**config.mk**
```make
export PLATFORM = sky130hd
export DESIGN_NAME = sbx_shared_unit
export DESIGN_NICKNAME = d
export VERILOG_FILES = /design/src/rtl/sbx_pkg.sv /design/src/rtl/sbx_rom.sv /design/src/rtl/sbx_addr.sv /design/src/rtl/sbx_seq.sv /design/src/rtl/sbx_shared_unit.sv
export SDC_FILE = /design/constraint.sdc
export NUM_CORES = 1
export LEC_CHECK = 0
export BUFFER_PORTS_ARGS = -buffer_cell sky130_fd_sc_hd__buf_2
export CAP_MARGIN = 10
export CORE_MARGIN = 2
export CORE_UTILIZATION = 50
export DETAILED_ROUTE_END_ITERATION = 10
export MAX_ROUTING_LAYER = met4
export PLACE_DENSITY = 0.82
export SETUP_SLACK_MARGIN = 0.1
export SLEW_MARGIN = 20
export SYNTH_ARGS = -nofsm -noshare
export SYNTH_HDL_FRONTEND = slang
export SYNTH_HIERARCHICAL = 1
export SYNTH_SLANG_ARGS = --single-unit
```
**constraint.sdc**
```tcl
create_clock -name clk -period 5.1 [get_ports clk]
set_input_delay 0.765 -clock clk [delete_from_list [all_inputs] [get_ports clk]]
set_output_delay 0.765 -clock clk [all_outputs]
set_load 0.01 [all_outputs]
```
**src/rtl/sbx_pkg.sv**
```systemverilog
package sbx_pkg;

   localparam int NBOX    = 8;
   localparam int GRP_W   = 6;
   localparam int NIB_W   = 4;
   localparam int TBL_AW  = 8;
   localparam int TBL_DW  = 8;
   localparam int BOX_ENT = 1 << GRP_W;
   localparam int BOX_BITS = BOX_ENT * NIB_W;

   typedef enum logic {
      MODE_DES = 1'b0,
      MODE_AES = 1'b1
   } sbx_mode_e;

   // One row of 64 nibbles per box, entry 0 in the top nibble.
   localparam logic [BOX_BITS-1:0] BOX_ROM [NBOX] = '{
      256'hE4D12FB83A6C5907_0F74E2D1A6CB9538_41E8D62BFC973A50_FC8249175B3EA06D,
      256'hF18E6B34972DC05A_3D47F28EC01A69B5_0E7BA4D158C6932F_D8A13F42B67C05E9,
      256'hA09E63F51DC7B428_D709346A285ECBF1_D6498F30B12C5AE7_1AD069874FE3B52C,
      256'h7DE3069A1285BC4F_D8B56F03472C1AE9_A690CB7DF13E5284_3F06A1D8945BC72E,
      256'h2C417AB6853FD0E9_EB2C47D150FA3986_421BAD78F9C5630E_B8C71E2D6F09A453,
      256'hC1AF92680D34E75B_AF427C9561DE0B38_9EF528C3704A1DB6_432C95FABE17608D,
      256'h4B2EF08D3C975A61_D0B7491AE35C2F86_14BDC37EAF680592_6BD814A7950FE23C,
      256'hD2846FB1A93E50C7_1FD8A374C56B0E92_7B419CE206ADF358_21E74A8DFC90356B
   };

   function automatic logic [NIB_W-1:0] box_entry(input logic [2:0] box,
                                                  input logic [5:0] idx);
      int hi;
      hi = BOX_BITS - 1 - NIB_W * int'(idx);
      return BOX_ROM[box][hi -: NIB_W];
   endfunction

   // Two consecutive entries of one box share a byte, earlier one on top.
   function automatic logic [7:0] packed_byte(input logic [7:0] addr);
      logic [5:0] even_idx;
      even_idx = {addr[4:0], 1'b0};
      return {box_entry(addr[7:5], even_idx), box_entry(addr[7:5], even_idx | 6'd1)};
   endfunction

endpackage

```
**src/rtl/sbx_rom.sv**
```systemverilog
module sbx_rom #(
   parameter int AW = 8,
   parameter int DW = 8
) (
   input  logic          clk,
   input  logic          rst_n,
   input  logic          rd_en,
   input  logic [AW-1:0] addr,
   output logic [DW-1:0] q
);

   localparam int DEPTH = 1 << AW;

   logic [DW-1:0] mem [DEPTH];

   for (genvar a = 0; a < DEPTH; a++) begin : g_fill
      assign mem[a] = DW'(sbx_pkg::packed_byte(8'(a)));
   end

   always_ff @(posedge clk or negedge rst_n) begin
      if (!rst_n) begin
         q <= '0;
      end else if (rd_en) begin
         q <= mem[addr];
      end
   end

endmodule

```
**src/rtl/sbx_addr.sv**
```systemverilog
module sbx_addr #(
   parameter int NBOX  = 8,
   parameter int GRP_W = 6,
   parameter int AW    = 8
) (
   input  logic [NBOX*GRP_W-1:0]     word_i,
   input  logic [$clog2(NBOX)-1:0]   box_i,
   output logic [AW-1:0]             addr_o,
   output logic                      lo_sel_o
);

   localparam int BOX_W = $clog2(NBOX);

   logic [GRP_W-1:0] grp [NBOX];
   logic [GRP_W-1:0] sel_grp;
   logic [GRP_W-1:0] idx;

   // Box 0 owns the most significant group.
   for (genvar g = 0; g < NBOX; g++) begin : g_split
      assign grp[g] = word_i[(NBOX-g)*GRP_W-1 -: GRP_W];
   end

   always_comb begin
      sel_grp  = grp[box_i];
      // row = outer bits, column = inner bits
      idx      = {sel_grp[GRP_W-1], sel_grp[0], sel_grp[GRP_W-2:1]};
      addr_o   = AW'({box_i, idx[GRP_W-1:1]});
      lo_sel_o = idx[0];
   end

   if (BOX_W + GRP_W - 1 != AW) begin : g_bad_aw
      $error("sbx_addr: address width does not match box and index widths");
   end

endmodule

```
**src/rtl/sbx_seq.sv**
```systemverilog
module sbx_seq #(
   parameter int NBOX  = 8,
   parameter int GRP_W = 6,
   parameter int NIB_W = 4,
   parameter int DW    = 8
) (
   input  logic                      clk,
   input  logic                      rst_n,
   input  logic                      go_i,
   input  logic [NBOX*GRP_W-1:0]     word_i,
   input  logic [DW-1:0]             rom_q_i,
   input  logic                      lo_sel_i,
   output logic                      busy_o,
   output logic                      rd_en_o,
   output logic [$clog2(NBOX)-1:0]   box_o,
   output logic [NBOX*GRP_W-1:0]     word_o,
   output logic                      done_o,
   output logic [NBOX*NIB_W-1:0]     result_o
);

   localparam int BOX_W = $clog2(NBOX);
   localparam int STEP_W = BOX_W + 1;
   localparam int OUT_W = NBOX * NIB_W;
   localparam logic [STEP_W-1:0] LAST_STEP = STEP_W'(NBOX);

   logic                  busy_q;
   logic [STEP_W-1:0]     step_q;
   logic [NBOX*GRP_W-1:0] word_q;
   logic                  vld_q;
   logic                  lo_q;
   logic                  done_q;
   logic [OUT_W-1:0]      res_q;
   logic                  issue;
   logic [NIB_W-1:0]      nib;

   assign issue = busy_q && (step_q != LAST_STEP);
   assign nib   = lo_q ? rom_q_i[NIB_W-1:0] : rom_q_i[DW-1 -: NIB_W];

   always_ff @(posedge clk or negedge rst_n) begin
      if (!rst_n) begin
         busy_q <= 1'b0;
         step_q <= '0;
         word_q <= '0;
         vld_q  <= 1'b0;
         lo_q   <= 1'b0;
         done_q <= 1'b0;
         res_q  <= '0;
      end else begin
         done_q <= 1'b0;
         vld_q  <= issue;
         lo_q   <= lo_sel_i;
         if (vld_q) begin
            res_q <= {res_q[OUT_W-NIB_W-1:0], nib};
         end
         if (!busy_q) begin
            if (go_i) begin
               busy_q <= 1'b1;
               step_q <= '0;
               word_q <= word_i;
            end
         end else if (step_q == LAST_STEP) begin
            busy_q <= 1'b0;
            done_q <= 1'b1;
         end else begin
            step_q <= step_q + STEP_W'(1);
         end
      end
   end

   assign busy_o   = busy_q;
   assign rd_en_o  = issue;
   assign box_o    = step_q[BOX_W-1:0];
   assign word_o   = word_q;
   assign done_o   = done_q;
   assign result_o = res_q;

endmodule

```
**src/rtl/sbx_shared_unit.sv**
```systemverilog
module sbx_shared_unit #(
   parameter int NBOX   = sbx_pkg::NBOX,
   parameter int GRP_W  = sbx_pkg::GRP_W,
   parameter int NIB_W  = sbx_pkg::NIB_W,
   parameter int TBL_AW = sbx_pkg::TBL_AW,
   parameter int TBL_DW = sbx_pkg::TBL_DW
) (
   input  logic                    clk,
   input  logic                    rst_n,
   input  logic                    mode_i,
   input  logic                    start_i,
   input  logic [NBOX*GRP_W-1:0]   des_in_i,
   input  logic [TBL_AW-1:0]       aes_byte_i,
   output logic                    busy_o,
   output logic                    done_o,
   output logic [NBOX*NIB_W-1:0]   des_out_o,
   output logic [TBL_DW-1:0]       sub_byte_o
);

   import sbx_pkg::*;

   localparam int BOX_W = $clog2(NBOX);
   localparam int IN_W  = NBOX * GRP_W;

   if (NBOX != sbx_pkg::NBOX || GRP_W != sbx_pkg::GRP_W || NIB_W != sbx_pkg::NIB_W) begin : g_bad_box
      $error("sbx_shared_unit: box geometry must match the packed table contents");
   end
   if (TBL_AW != 8 || TBL_DW != 2 * NIB_W) begin : g_bad_tbl
      $error("sbx_shared_unit: table must be 256 x two nibbles");
   end

   sbx_mode_e             mode;
   logic                  go;
   logic                  seq_rd;
   logic                  rd_en;
   logic                  lo_sel;
   logic [BOX_W-1:0]      box;
   logic [IN_W-1:0]       word;
   logic [TBL_AW-1:0]     des_addr;
   logic [TBL_AW-1:0]     tbl_addr;
   logic [TBL_DW-1:0]     tbl_q;

   assign mode     = sbx_mode_e'(mode_i);
   assign go       = start_i && (mode == MODE_DES);
   assign rd_en    = seq_rd || (!busy_o && mode == MODE_AES);
   assign tbl_addr = busy_o ? des_addr : aes_byte_i;

   sbx_seq #(
      .NBOX  (NBOX),
      .GRP_W (GRP_W),
      .NIB_W (NIB_W),
      .DW    (TBL_DW)
   ) u_seq (
      .clk      (clk),
      .rst_n    (rst_n),
      .go_i     (go),
      .word_i   (des_in_i),
      .rom_q_i  (tbl_q),
      .lo_sel_i (lo_sel),
      .busy_o   (busy_o),
      .rd_en_o  (seq_rd),
      .box_o    (box),
      .word_o   (word),
      .done_o   (done_o),
      .result_o (des_out_o)
   );

   sbx_addr #(
      .NBOX  (NBOX),
      .GRP_W (GRP_W),
      .AW    (TBL_AW)
   ) u_addr (
      .word_i   (word),
      .box_i    (box),
      .addr_o   (des_addr),
      .lo_sel_o (lo_sel)
   );

   sbx_rom #(
      .AW (TBL_AW),
      .DW (TBL_DW)
   ) u_rom (
      .clk   (clk),
      .rst_n (rst_n),
      .rd_en (rd_en),
      .addr  (tbl_addr),
      .q     (tbl_q)
   );

   assign sub_byte_o = tbl_q;

endmodule

```
; ---- After elaboration in Yosys (flattened, before gate mapping)
; Memories as Yosys holds them, arrays and structs flattened. A register that Yosys moved wholly into a read port is not among the register bits.
; Index checks and enable logic that the tools add are counted.
[word_totals]
output_inout_bits = 42
reg_bits = 88
rom_bits = 2048
n_memories = 1
[memory_table]
columns = name, words, word_bits, rd, rd_clocked_by_memory_dff, wr, line
row1 = (name not given), 256, 8, 1, 1, 0, sbx_rom.sv:24  ; q <= mem[addr];
[op_classes]
muxes = 13
n_addsub = 1
eq_ne = 3
n_bitwise = 4
n_lt_le_gt_ge = 1
n_reduce_logical = 9
[op_table]
columns = op, count
row1 = $bmux 6 s3, 1
row2 = $mux 4, 4
row3 = $mux 6, 2
row4 = $not 8->9, 1
row5 = $mux 8, 1
row6 = $mux 1, 5
row7 = $add 4x1->4 const B, 1
row8 = $eq 4x4->1 const B, 1
row9 = $ge 4x4->1 const B, 1
row10 = $ne 4x4->1 const B, 1
row11 = $not 3->4, 1
row12 = $reduce_and 2->1, 2
row13 = $logic_and 1x1->1, 3
row14 = $logic_not 1->1, 2
row15 = $ne 2x2->1 const B, 1
row16 = $not 1->1, 2
row17 = $reduce_bool 2->1, 1
row18 = $logic_or 1x1->1, 1

; ---- Logic depth before layout (Yosys ltp)
; Gate-level depths: netlist (run 1).
[logic_depth]
ltp_word = 6
depth_mapped = 15
depth_no_buf = 11

; ---- By module
; The synthesis (run 1) kept the hierarchy.
[modules_own_cells]
columns = module, area_per_inst_um2, seq_area_each_um2, cells_each, instances
row1 = sbx_rom, 3554.7, 200.2, 552, 1
row2 = sbx_seq, 3385.7, 2202.1, 314, 1
row3 = sbx_addr, 424.2, 0.0, 24, 1
row4 = sbx_shared_unit, 148.9, 0.0, 12, 1

; ---- Least setup slack after synthesis (run 1)
; No wires, ideal clock.
[synth_path]
path_type = reg-to-reg
start = register u_seq.step_q[0]
end = register u_rom.q[6]
arrival_time_ns = 3.663
path_stages_with_launch = 16
n_path_buf = 4
setup_time_ns = 0.133
synth_period_minus_slack_ns = 3.796
required_time_ns = 4.967
setup_slack_ns = 1.304
cell_sequence = dfrtp_1 -> buf_4 -> buf_6 -> mux4_1 -> mux2_2 -> mux2_4 -> buf_2 -> inv_1 -> ha_1 -> nand2b_1 -> buf_2 -> a21oi_1 -> a311oi_1 -> or4_1 -> nand4_1 -> o2bb2ai_1
[synth_via]
elab_chain_len = 6
word_cells_on_any_way = 9
cone_classes = 1 x eq/ne / 4 x mux / 2 x bitwise / 2 x reduce/logical
[synth_rtl]
columns = element, line
row1 = "start, declared", sbx_seq.sv:27  ; logic [STEP_W-1:0] step_q;
row2 = "start signal, assigned", sbx_seq.sv:65  ; step_q <= step_q + STEP_W'(1);
row3 = $not 3->4 (implied by the code), sbx_addr.sv:24  ; sel_grp = grp[box_i];
row4 = $bmux 6 s3, sbx_addr.sv:24
row5 = $mux 6 (implied by the code) (2 in series), sbx_addr.sv:24
row6 = net des_addr[0], sbx_shared_unit.sv:39  ; logic [TBL_AW-1:0] des_addr;
row7 = $mux 8, sbx_shared_unit.sv:46  ; assign tbl_addr = busy_o ? des_addr : aes_byte_i;
row8 = net tbl_addr[0], sbx_shared_unit.sv:40  ; logic [TBL_AW-1:0] tbl_addr;
row9 = $not 8->9 (implied by the code), sbx_rom.sv:24
row10 = "end, declared", sbx_rom.sv:9  ; output logic [DW-1:0] q
; The timed path passes the listed nets, and every way through them passes these cells. The select of a mux whose other input is x is not followed.
; A chain may end at the register's enable or synchronous reset.

; ---- Worst setup path in the final report (run 1)
; Ends and elaborated chain as after synthesis.

==> metrics.yaml, run 1 <==
status:
  status: "completed"
worst_setup_path:
  cp-end-kind: "flip-flop"
  crit_arrival_ns: 4.75
  cp-start-kind: "flip-flop"
  crit_end: "u_rom/q[6]"
  crit_fanout: 15
  cp.required_ns: 5.32
  r2r-end: "u_rom/q[6]"
  worstSetupPathType: "flip-flop to flip-flop"
  worst-r2r-cell-count: 11
  worstReg2RegStart: "u_seq/step_q[0]"
  crit_start: "u_seq/step_q[0]"
  reg2reg_slack_ns: 0.57
floorplanning:
  die_w_um: 127
  initial_core_util_pct: 51.5
  io_pins: 102
  dieArea_um2: 16000
  die_y_um: 127
  rows: 44
  core_region_area_um2: 14600
grt:
  antenna_found_initial: 0
  grt_max_degree: 66
  grt_pass1_vias: 7477
  grt_pass1_wl_mm: 44.5
  overflow: 0
  track_usage_pct: 37.3
drt:
  wl_mm: 29.2
  drc_errors: 0
  ant_nets: 0
  num_vias: 7835
  drt_iter0_drc: 1165
  wire_per_inst_um: 25.7
  drtPass1Iterations: 6
  vias_per_cell: 6.90
timing:
  fin_crit_ns: 4.53
  fin_skew_ns: 0.00963
  fmax_mhz: 221
  slew_headroom_pct: 33.1
  period_share_pct: 88.8
  finalHoldViolCount: 0
  finalSetupTns_ns: 0
  rsz0062_at_grt: "false"
  slew_viol_final: 0
  worst_slew_pin_slew_ns: 1.00
  setup_viol: 0
clock_tree:
  root_buffer: "clkbuf_16"
  cts_resized: 0
  cts_buffers: 9
  htreeDepth: 3
  postCtsSetupRepairBufs: 0
  cts_hold_buffers: 0
  clk_pin_slew_ns: 0.07
  cts_tree: "yes"
  worstSkewPairLatency_ns: 0.35
  clk_path_buf_depth: 2
  clkSinkCount: 96
synth:
  ys_seq_area_share_pct: 32.0
  synth_edf_count: 0
  syn_inst: 902
  asyncSetResetFlopFracSynth_pct: 100
  syn-num-nets: 972
  syn_area_um2: 7510
  yosys_warnings: 6
  synth_top_area_cell: "dfrtp_1"
  synth_common_cells: "nand2_1 (185), dfrtp_1 (96), nor2_1 (50)"
  ys_ff_latch: 96
  synth_cell_types: 82
  syn_area_per_cell_um2: 8.33
  synth_area_leaders: "dfrtp_1 (32%), nand2_1 (9.2%), mux4_1 (4.2%)"
  synth_top_cell_area_share_pct: 32.0
  yosysMostFrequentCell: "nand2_1"
  synth_ff_type: "dfrtp_1"
place:
  globalplace.congestion: 1.06
  portBuffers: 101
  hpwl_mm: 20.4
cells_and_area:
  seq_area_um2: 2400
  multiInputGateArea_um2: 4530
  drive_above_1_share_pct: 19.5
  diodes: 0
  nets: 1018
  area_growth_pct: 9.96
  fill_cells: 1370
hold_path:
  worstHoldPathType: "input port to asynchronous set/reset pin"
run:
  drv_cap: 0
==> sequential cells by signal, indices dropped and copies added, names as in the netlist <==
register        flops
u_seq/busy_o        1
u_seq/done_o        1
u_seq/vld_q         1
u_seq/word_o       48
u_seq/step_q        4
u_seq/result_o     32
u_rom/q             8
u_seq/lo_q          1
==> final cells by class <==
cell class              count  area share (%)
multi-input cells         697            54.8
clock buffers              10            2.89
inverters                  15           0.682
well taps                 184            2.79
repair buffers            129            8.69
flip-flops and latches     96            29.1
clock inverters             5            1.06
==> per-stage QoR <==
stage,instances,hold slack [ns],cell area (um^2),setup slack [ns],utilization [%]
2_1_floorplan,902,0.437,7510,1.30,-
3_3_place_gp,1121,0.442,7940,0.782,54.4
3_5_place_dp,1121,0.456,7940,0.720,54.4
4_1_cts,1136,0.435,8260,0.699,56.6
5_1_grt,1136,0.472,8260,0.324,56.6
6_report,1136,0.414,8260,0.572,56.6
==> worst min-delay path by stage <==
stage	start	end	depth (start not counted)
after floorplan	u_seq/word_o[24]	u_seq/word_o[24]	2
after global placement	u_seq/vld_q	u_seq/result_o[2]	1
after detailed placement	u_seq/word_o[16]	u_seq/word_o[16]	2
after CTS	rst_n	u_seq/word_o[32]	1
after global routing	rst_n	u_seq/word_o[32]	1
final	rst_n	u_seq/word_o[32]	1
==> critical path, stage by stage (launching register included) <==
cell       delay [ns]
dfrtp_1          0.62
mux4_1           0.62
mux2_2           0.29
mux2_4           0.26
inv_1            0.25
ha_1             0.52
nand2b_1         0.45
a21oi_1          0.27
o31ai_1          0.31
a311oi_1         0.07
a2111oi_0        0.58
o2bb2ai_1        0.14
==> kinds of logic after synthesis <==
| group | after synthesis | share of synthesized area [%] |
|---|---|---|
| AO/OA/AOI/OAI | 243 | 22.4 |
| XOR/XNOR | 11 | 1.28 |
| adder cells (fa/ha/maj) | 10 | 1.67 |
| buffers and inverters | 109 | 7.86 |
| flip-flops | 96 | 32.0 |
| multiplexers | 64 | 12.3 |
| AND/OR/NAND/NOR | 369 | 22.6 |
==> placed cells by master (no fill, tap or decap), types with 9 or more instances in the layout <==
cell and count:
a211oi_1 17, a21o_1 9, a21oi_1 45, a311oi_1 13
buf_2 100, buf_4 29, clkbuf_16 9, dfrtp_1 96
ha_1 10, inv_1 12, mux2_1 22, mux2_2 14
mux4_1 12, nand2_1 185, nand2b_1 14, nand3_1 20
nor2_1 50, nor2b_1 19, nor3_1 35, o211ai_1 10
o21ai_0 46, o21ai_1 10, o22ai_1 9
==> per-layer routing <==
metal	vias up	wire length (um)	part of all wire [%]	GRT usage (%)
met1	3715	11500	39	49.6
met3	157	3740	13	11.2
met2	605	12200	42	52.3
met4	0	1760	6.0	17.1
li1	3358	-	-	-
met5	-	0	0	-
Power of run 1 is not shown: default switching activity piles up to over one toggle a cycle in this logic, so the estimate is an artifact.
==> run 2: changes to the inputs <==
--- a/config.mk
+++ b/config.mk
@@ -5,8 +5,10 @@
 export SDC_FILE = /design/constraint.sdc
 export NUM_CORES = 1
 export LEC_CHECK = 0
+export ABC_AREA = 1
 export BUFFER_PORTS_ARGS = -buffer_cell sky130_fd_sc_hd__buf_2
 export CAP_MARGIN = 10
+export CORE_ASPECT_RATIO = 2
 export CORE_MARGIN = 2
 export CORE_UTILIZATION = 50
 export DETAILED_ROUTE_END_ITERATION = 10
==> metrics.yaml, run 2 <==
synth:
  yosysMostFrequentCell: "nand2_1"
  synth_area_leaders: "dfrtp_1 (33%), nand2_1 (25%), nand3_1 (20%)"
  asyncSetResetFlopFracSynth_pct: 100  # unchanged
  synth_top_area_cell: "dfrtp_1"
  syn-num-nets: 1247  # +28%
  ys_ff_latch: 96  # unchanged
  synth_common_cells: "nand2_1 (482), nand3_1 (292), dfrtp_1 (96)"
  syn_inst: 1177  # +30%
  syn_area_per_cell_um2: 6.18  # -26%
  synth_ff_type: "dfrtp_1"
  synth_top_cell_area_share_pct: 33.0  # +1.1 points
  synth_cell_types: 31  # -62%
  syn_area_um2: 7270  # -3.2%
  ys_seq_area_share_pct: 33.0  # +1.1 points
  yosys_warnings: 6  # unchanged
  synth_edf_count: 0  # unchanged
floorplanning:
  core_region_area_um2: 14300  # -2.2%
  die_w_um: 89.3  # -29%
  rows: 62  # +41%
  initial_core_util_pct: 51.0  # -0.54 points
  dieArea_um2: 15600  # -2.7%
  io_pins: 102  # unchanged
  die_y_um: 175  # +38%
grt:
  antenna_found_initial: 0  # unchanged
  grtUsageMet3_pct: 10.6  # -0.59 points
  use_met2_pct: 70.0  # +18 points
  grt_pass1_vias: 7939  # +6.2%
  track_usage_pct: 42.4  # +5.1 points
  grt.met1_usage_pct: 38.5  # -11 points
  overflow: 0  # unchanged
  top_usage_layer: "met2"
  grt_max_degree: 64  # -3.0%
  grt_pass1_wl_mm: 46.3  # +4.1%
clock_tree:
  cts_resized: 0  # unchanged
  clkSinkCount: 96  # unchanged
  cts_buffers: 9  # unchanged
  worstSkewPairLatency_ns: 0.36  # about the same
  cts_hold_buffers: 0  # unchanged
  postCtsSetupRepairBufs: 0  # unchanged
  clk_pin_slew_ns: 0.07  # about the same
  root_buffer: "clkbuf_16"
  htreeDepth: 3  # unchanged
  cts_tree: "yes"
  clk_path_buf_depth: 2  # unchanged
timing:
  slew_viol_final: 0  # unchanged
  slew_headroom_pct: 37.8  # +4.7 points
  finalSetupTns_ns: 0  # unchanged
  worst_slew_pin_slew_ns: 0.929  # -0.0717 ns
  period_share_pct: 79.9  # -8.9 points
  finalHoldViolCount: 0  # unchanged
  fmax_mhz: 245  # +11%
  rsz0062_at_grt: "false"
  fin_skew_ns: 0.00986  # +0.000230 ns
  setup_viol: 0  # unchanged
  fin_crit_ns: 4.08  # -0.452 ns
  hold_ws_ns: 0.413  # -0.000736 ns
worst_setup_path:
  cp_num_buf_inv: 4  # +3
  crit_fanout: 24  # +9
  slowest_stage: "dfrtp_1"
  cp.required_ns: 5.35  # +0.03 ns
  worst-r2r-cell-count: 20  # +9
  critPathMaxStageDelay_ns: 0.62  # about the same
  crit_arrival_ns: 4.33  # -0.42 ns
  cpMostUsedCell: "nand2_1"
  crit_family: "simple AND/OR/NAND/NOR gates"
  cp-start-kind: "flip-flop"
  reg2reg_slack_ns: 1.02  # +0.45 ns
  r2r-end: "u_rom/q[5]"
  worstReg2RegStart: "u_seq/step_q[0]"
  path_cells: "inv_4 > nand2_1 > nand3_1 > nand2_1 > nand2_1 > nand2_1 > nand2_1 > nand2_1 > buf_4 > nand2_2 > buf_4 > nand2_1 > nor2_1 > inv_1 > nand3_1 > nand3_1 > nand3_1 > nand3_1 > nand3_1 > nand2_1"
  worstSetupPathType: "flip-flop to flip-flop"
  cp-end-kind: "flip-flop"
drt:
  wire_per_inst_um: 21.9  # -15%
  drtPass1Iterations: 7  # +1
  drt_iter0_drc: 880  # -24%
  num_vias: 8323  # +6.2%
  wl_mm: 31.3  # +7.3%
  drc_errors: 0  # unchanged
  vias_per_cell: 5.82  # -16%
  ant_nets: 0  # unchanged
cells_and_area:
  diodes: 0  # unchanged
  final_cell_mix: "nand2_1 (481), nand3_1 (292), buf_2 (100)"
  multiInputGateArea_um2: 4020  # -11%
  fill_cells: 1539  # +12%
  layout_commonest_cell: "nand2_1"
  area_growth_pct: 9.96  # about the same
  largest_register_ffs: 48  # unchanged
  drive_above_1_share_pct: 13.2  # -6.3 points
  nets: 1303  # +28%
  seq_area_um2: 2400  # about the same
hold_path:
  worstHoldPathType: "input port to asynchronous set/reset pin"
run:
  drv_cap: 0  # unchanged
status:
  status: "completed"
place:
  portBuffers: 101  # unchanged
  hpwl_mm: 23.3  # +14%
  globalplace.congestion: 1.14  # +7.5%
run 2: cell types whose count changed in the layout (fill, tap and decap cells not counted), sizes merged, moves of 23 or more:
cell,change
a21oi,-23
mux2,-43
inv,+83
nand2,+306
o21ai,-31
nand3,+272
nor3,-39
run 2: routing by layer:
metal | part of all wire (%) | up-vias
li1 | - | 3862
met1 | 30 | 3826
met2 | 51 | 453
met3 | 8.0 | 182
met4 | 11 | 0
met5 | 0 | -
run 2: worst max-delay path by stage:
stage	cells past startpoint	to	start	slack, ns
finish	20	u_rom/q[5]	u_seq/step_q[0]	1.02
global route	21	u_rom/q[2]	u_seq/step_q[0]	0.70
CTS	21	u_rom/q[2]	u_seq/step_q[0]	1.26
detailed placement	21	u_rom/q[2]	u_seq/step_q[0]	1.30
global placement	21	u_rom/q[0]	u_seq/step_q[0]	1.30
floorplan	25	u_rom/q[6]	u_seq/step_q[0]	2.15
run 2: worst reg2reg max path: cells and delay by family, from the launching register on:
family / cells / cell delay [ns]
DFF: 1 / 0.62
buffers and inverters: 4 / 1.10
and+or+nand+nor: 16 / 2.25
run 2: logic make-up after synthesis:
kind of cell / count (synthesis) / synth area share (%)
AOI/OAI and AO/OA: 57 / 4.21
and+or+nand+nor: 836 / 49.0
DFF: 96 / 33.0
adders and majority gates: 10 / 1.72
buffers and inverters: 176 / 11.8
xor gates and xnor gates: 1 / 0.120
muxes: 1 / 0.155
run 2: cell type report:
class | count | area share, %
Multi-Input combinational cell | 905 | 50.3
Clock buffer | 12 | 3.08
Timing Repair Buffer | 122 | 8.48
Sequential cell | 96 | 30.0
Clock inverter | 4 | 0.360
Inverter | 99 | 4.74
Tap cell | 192 | 3.00
run 2: per-stage QoR:
step	utilization [%]	instance area [um^2]	std cells	setup slack (ns)
global placement	54.1	7720	1414	1.30
finish	56.0	8000	1430	1.02
CTS	56.0	8000	1430	1.26
global route	56.0	8000	1430	0.703
floorplan	-	7270	1177	2.15
detailed placement	54.1	7720	1414	1.30
Power of run 2 is left out for the same reason.
==> run 3: changes to the inputs <==
--- a/config.mk
+++ b/config.mk
@@ -13,7 +13,7 @@
 export CORE_UTILIZATION = 50
 export DETAILED_ROUTE_END_ITERATION = 10
 export MAX_ROUTING_LAYER = met4
-export PLACE_DENSITY = 0.82
+export PLACE_DENSITY = 0.85
 export SETUP_SLACK_MARGIN = 0.1
 export SLEW_MARGIN = 20
 export SYNTH_ARGS = -nofsm -noshare
==> constraint.sdc (replaced) <==
create_clock -name clk -period 3.6 [get_ports clk]
set_input_delay 0.54 -clock clk [delete_from_list [all_inputs] [get_ports clk]]
set_output_delay 0.54 -clock clk [all_outputs]
set_load 0.01 [all_outputs]
==> metrics.yaml, run 3 (synthesis gave the netlist of run 2 again) <==
status:
  status: "completed"
drt:
  wl_mm: 33.3  # +6.5%
  wire_per_inst_um: 23.0  # +4.9%
  num_vias: 8688  # +4.4%
  vias_per_cell: 5.98  # +2.8%
  drc_errors: 0  # unchanged
  drtPass1Iterations: 8  # +1
  ant_nets: 0  # unchanged
  drt_iter0_drc: 1085  # +23%
grt:
  grt_pass1_wl_mm: 49.1  # +6.0%
  antenna_found_initial: 2  # +2
  overflow: 0  # unchanged
  grt_max_degree: 78  # +22%
  grt_pass1_vias: 8309  # +4.7%
  track_usage_pct: 45.3  # +2.9 points
cells_and_area:
  fill_cells: 1491  # -3.1%
  seq_area_um2: 2400  # unchanged
  largest_register_ffs: 48  # unchanged
  layout_commonest_cell: "nand2_1"
  drive_above_1_share_pct: 15.2  # +1.9 points
  final_cell_mix: "nand2_1 (478), nand3_1 (292), buf_2 (100)"
  multiInputGateArea_um2: 4040  # +0.37%
  area_growth_pct: 13.1
  nets: 1323  # +1.5%
floorplanning:
  core_region_area_um2: 14300  # unchanged
  rows: 62  # unchanged
  io_pins: 102  # unchanged
  initial_core_util_pct: 51.0  # unchanged
  dieArea_um2: 15600  # unchanged
  die_w_um: 89.3  # unchanged
  die_y_um: 175  # unchanged
worst_setup_path:
  cp-end-kind: "flip-flop"
  crit_arrival_ns: 3.55  # -0.78 ns
  worstSetupPathType: "flip-flop to flip-flop"
  crit_fanout: 30  # +25%
  cp.required_ns: 3.85  # -1.50 ns
  cp-start-kind: "flip-flop"
clock_tree:
  cts_buffers: 9  # unchanged
  clk_pin_slew_ns: 0.07  # about the same
  root_buffer: "clkbuf_16"
  worstSkewPairLatency_ns: 0.36  # about the same
  cts_tree: "yes"
  clk_path_buf_depth: 2  # unchanged
  clkSinkCount: 96  # unchanged
  postCtsSetupRepairBufs: 0  # unchanged
  htreeDepth: 3  # unchanged
timing:
  rsz0062_at_grt: "false"
  slew_headroom_pct: 34.5  # -3.3 points
  period_share_pct: 91.9  # +12 points
  slew_viol_final: 0  # unchanged
  finalSetupTns_ns: 0  # unchanged
  fin_skew_ns: 0.00840  # -0.00146 ns
  fin_crit_ns: 3.31  # -0.769 ns
  finalHoldViolCount: 0  # unchanged
  fmax_mhz: 302  # +23%
  worst_slew_pin_slew_ns: 0.982  # +0.0531 ns
  setup_viol: 0  # unchanged
place:
  hpwl_mm: 24.3  # +4.4%
  globalplace.congestion: 1.18  # +3.9%
  portBuffers: 101  # unchanged
run:
  drv_cap: 0  # unchanged
hold_path:
  worstHoldPathType: "input port to asynchronous set/reset pin"
==> run 3: layer usage <==
layer  track usage, %  vias to the layer above  routed length [um]
met5                -                        -                   0
met4             43.2                        0                4360
met3             13.6                      251                3180
met2             70.2                      570               16000
met1             42.3                     3955                9820
li1                 -                     3912                   -
==> run 3: layout make-up <==
| type | instances | area share (%) |
|---|---|---|
| diodes | 2 | 0.0609 |
| clock buffers | 12 | 3.24 |
| clock inverters | 4 | 0.426 |
| inverters | 99 | 4.66 |
| multi-input cells | 905 | 49.1 |
| flip-flops and latches | 96 | 29.2 |
| well taps | 192 | 2.92 |
| repair buffers | 142 | 10.4 |
==> run 3: repair_timing <==
item | CTS | global route
hold buffers | 0 | 0
gates resized for setup | 0 | 6
endpoints found under the setup margin | 0 | 5
endpoints found under the hold margin | 0 | 0
==> run 3: worst max-delay path, cell delays in order, from the launching register on <==
cell and delay, ns:
dfrtp_1 0.43, buf_12 0.19, nand2_1 0.08, nand3_1 0.07, nand2_1 0.15, nand2_1 0.08
nand2_1 0.06, nand2_1 0.05, nand2_1 0.25, buf_4 0.30, nor2_1 0.08, nor2_2 0.51
nand2_1 0.24, nand3_1 0.15, nand3_1 0.17, nand3_1 0.13, nand3_1 0.08, nand3_1 0.10
nand2_1 0.06
==> run 3: final timing paths <==
path | start | depth (start not counted) | endpoint | slack, ns
max reg2reg | u_seq/step_q[0] | 18 | u_rom/q[7] | 0.29
min reg2reg | u_seq/word_o[40] | 2 | u_seq/word_o[40] | 0.47
max in group asynchronous | rst_n | 2 | u_seq/word_o[19] | 2.42
min in group clk | des_in_i[24] | 3 | u_seq/word_o[24] | 0.41
min | rst_n | 1 | u_seq/result_o[5] | 0.34
max | u_seq/step_q[0] | 18 | u_rom/q[7] | 0.29
==> run 3: per-stage QoR <==
step           hold WS (ns)  setup WS [ns]  util, %  instances  cell area, um^2
3_5_place_dp          0.458          0.429     55.3       1434             7900
2_1_floorplan         0.244          0.653        -       1177             7270
5_1_grt               0.408          0.125     57.6       1452             8220
3_3_place_gp          0.454          0.382     55.3       1434             7900
4_1_cts               0.366          0.415     57.5       1450             8200
6_report              0.337          0.293     57.6       1452             8220
Power of run 3 is left out for the same reason.
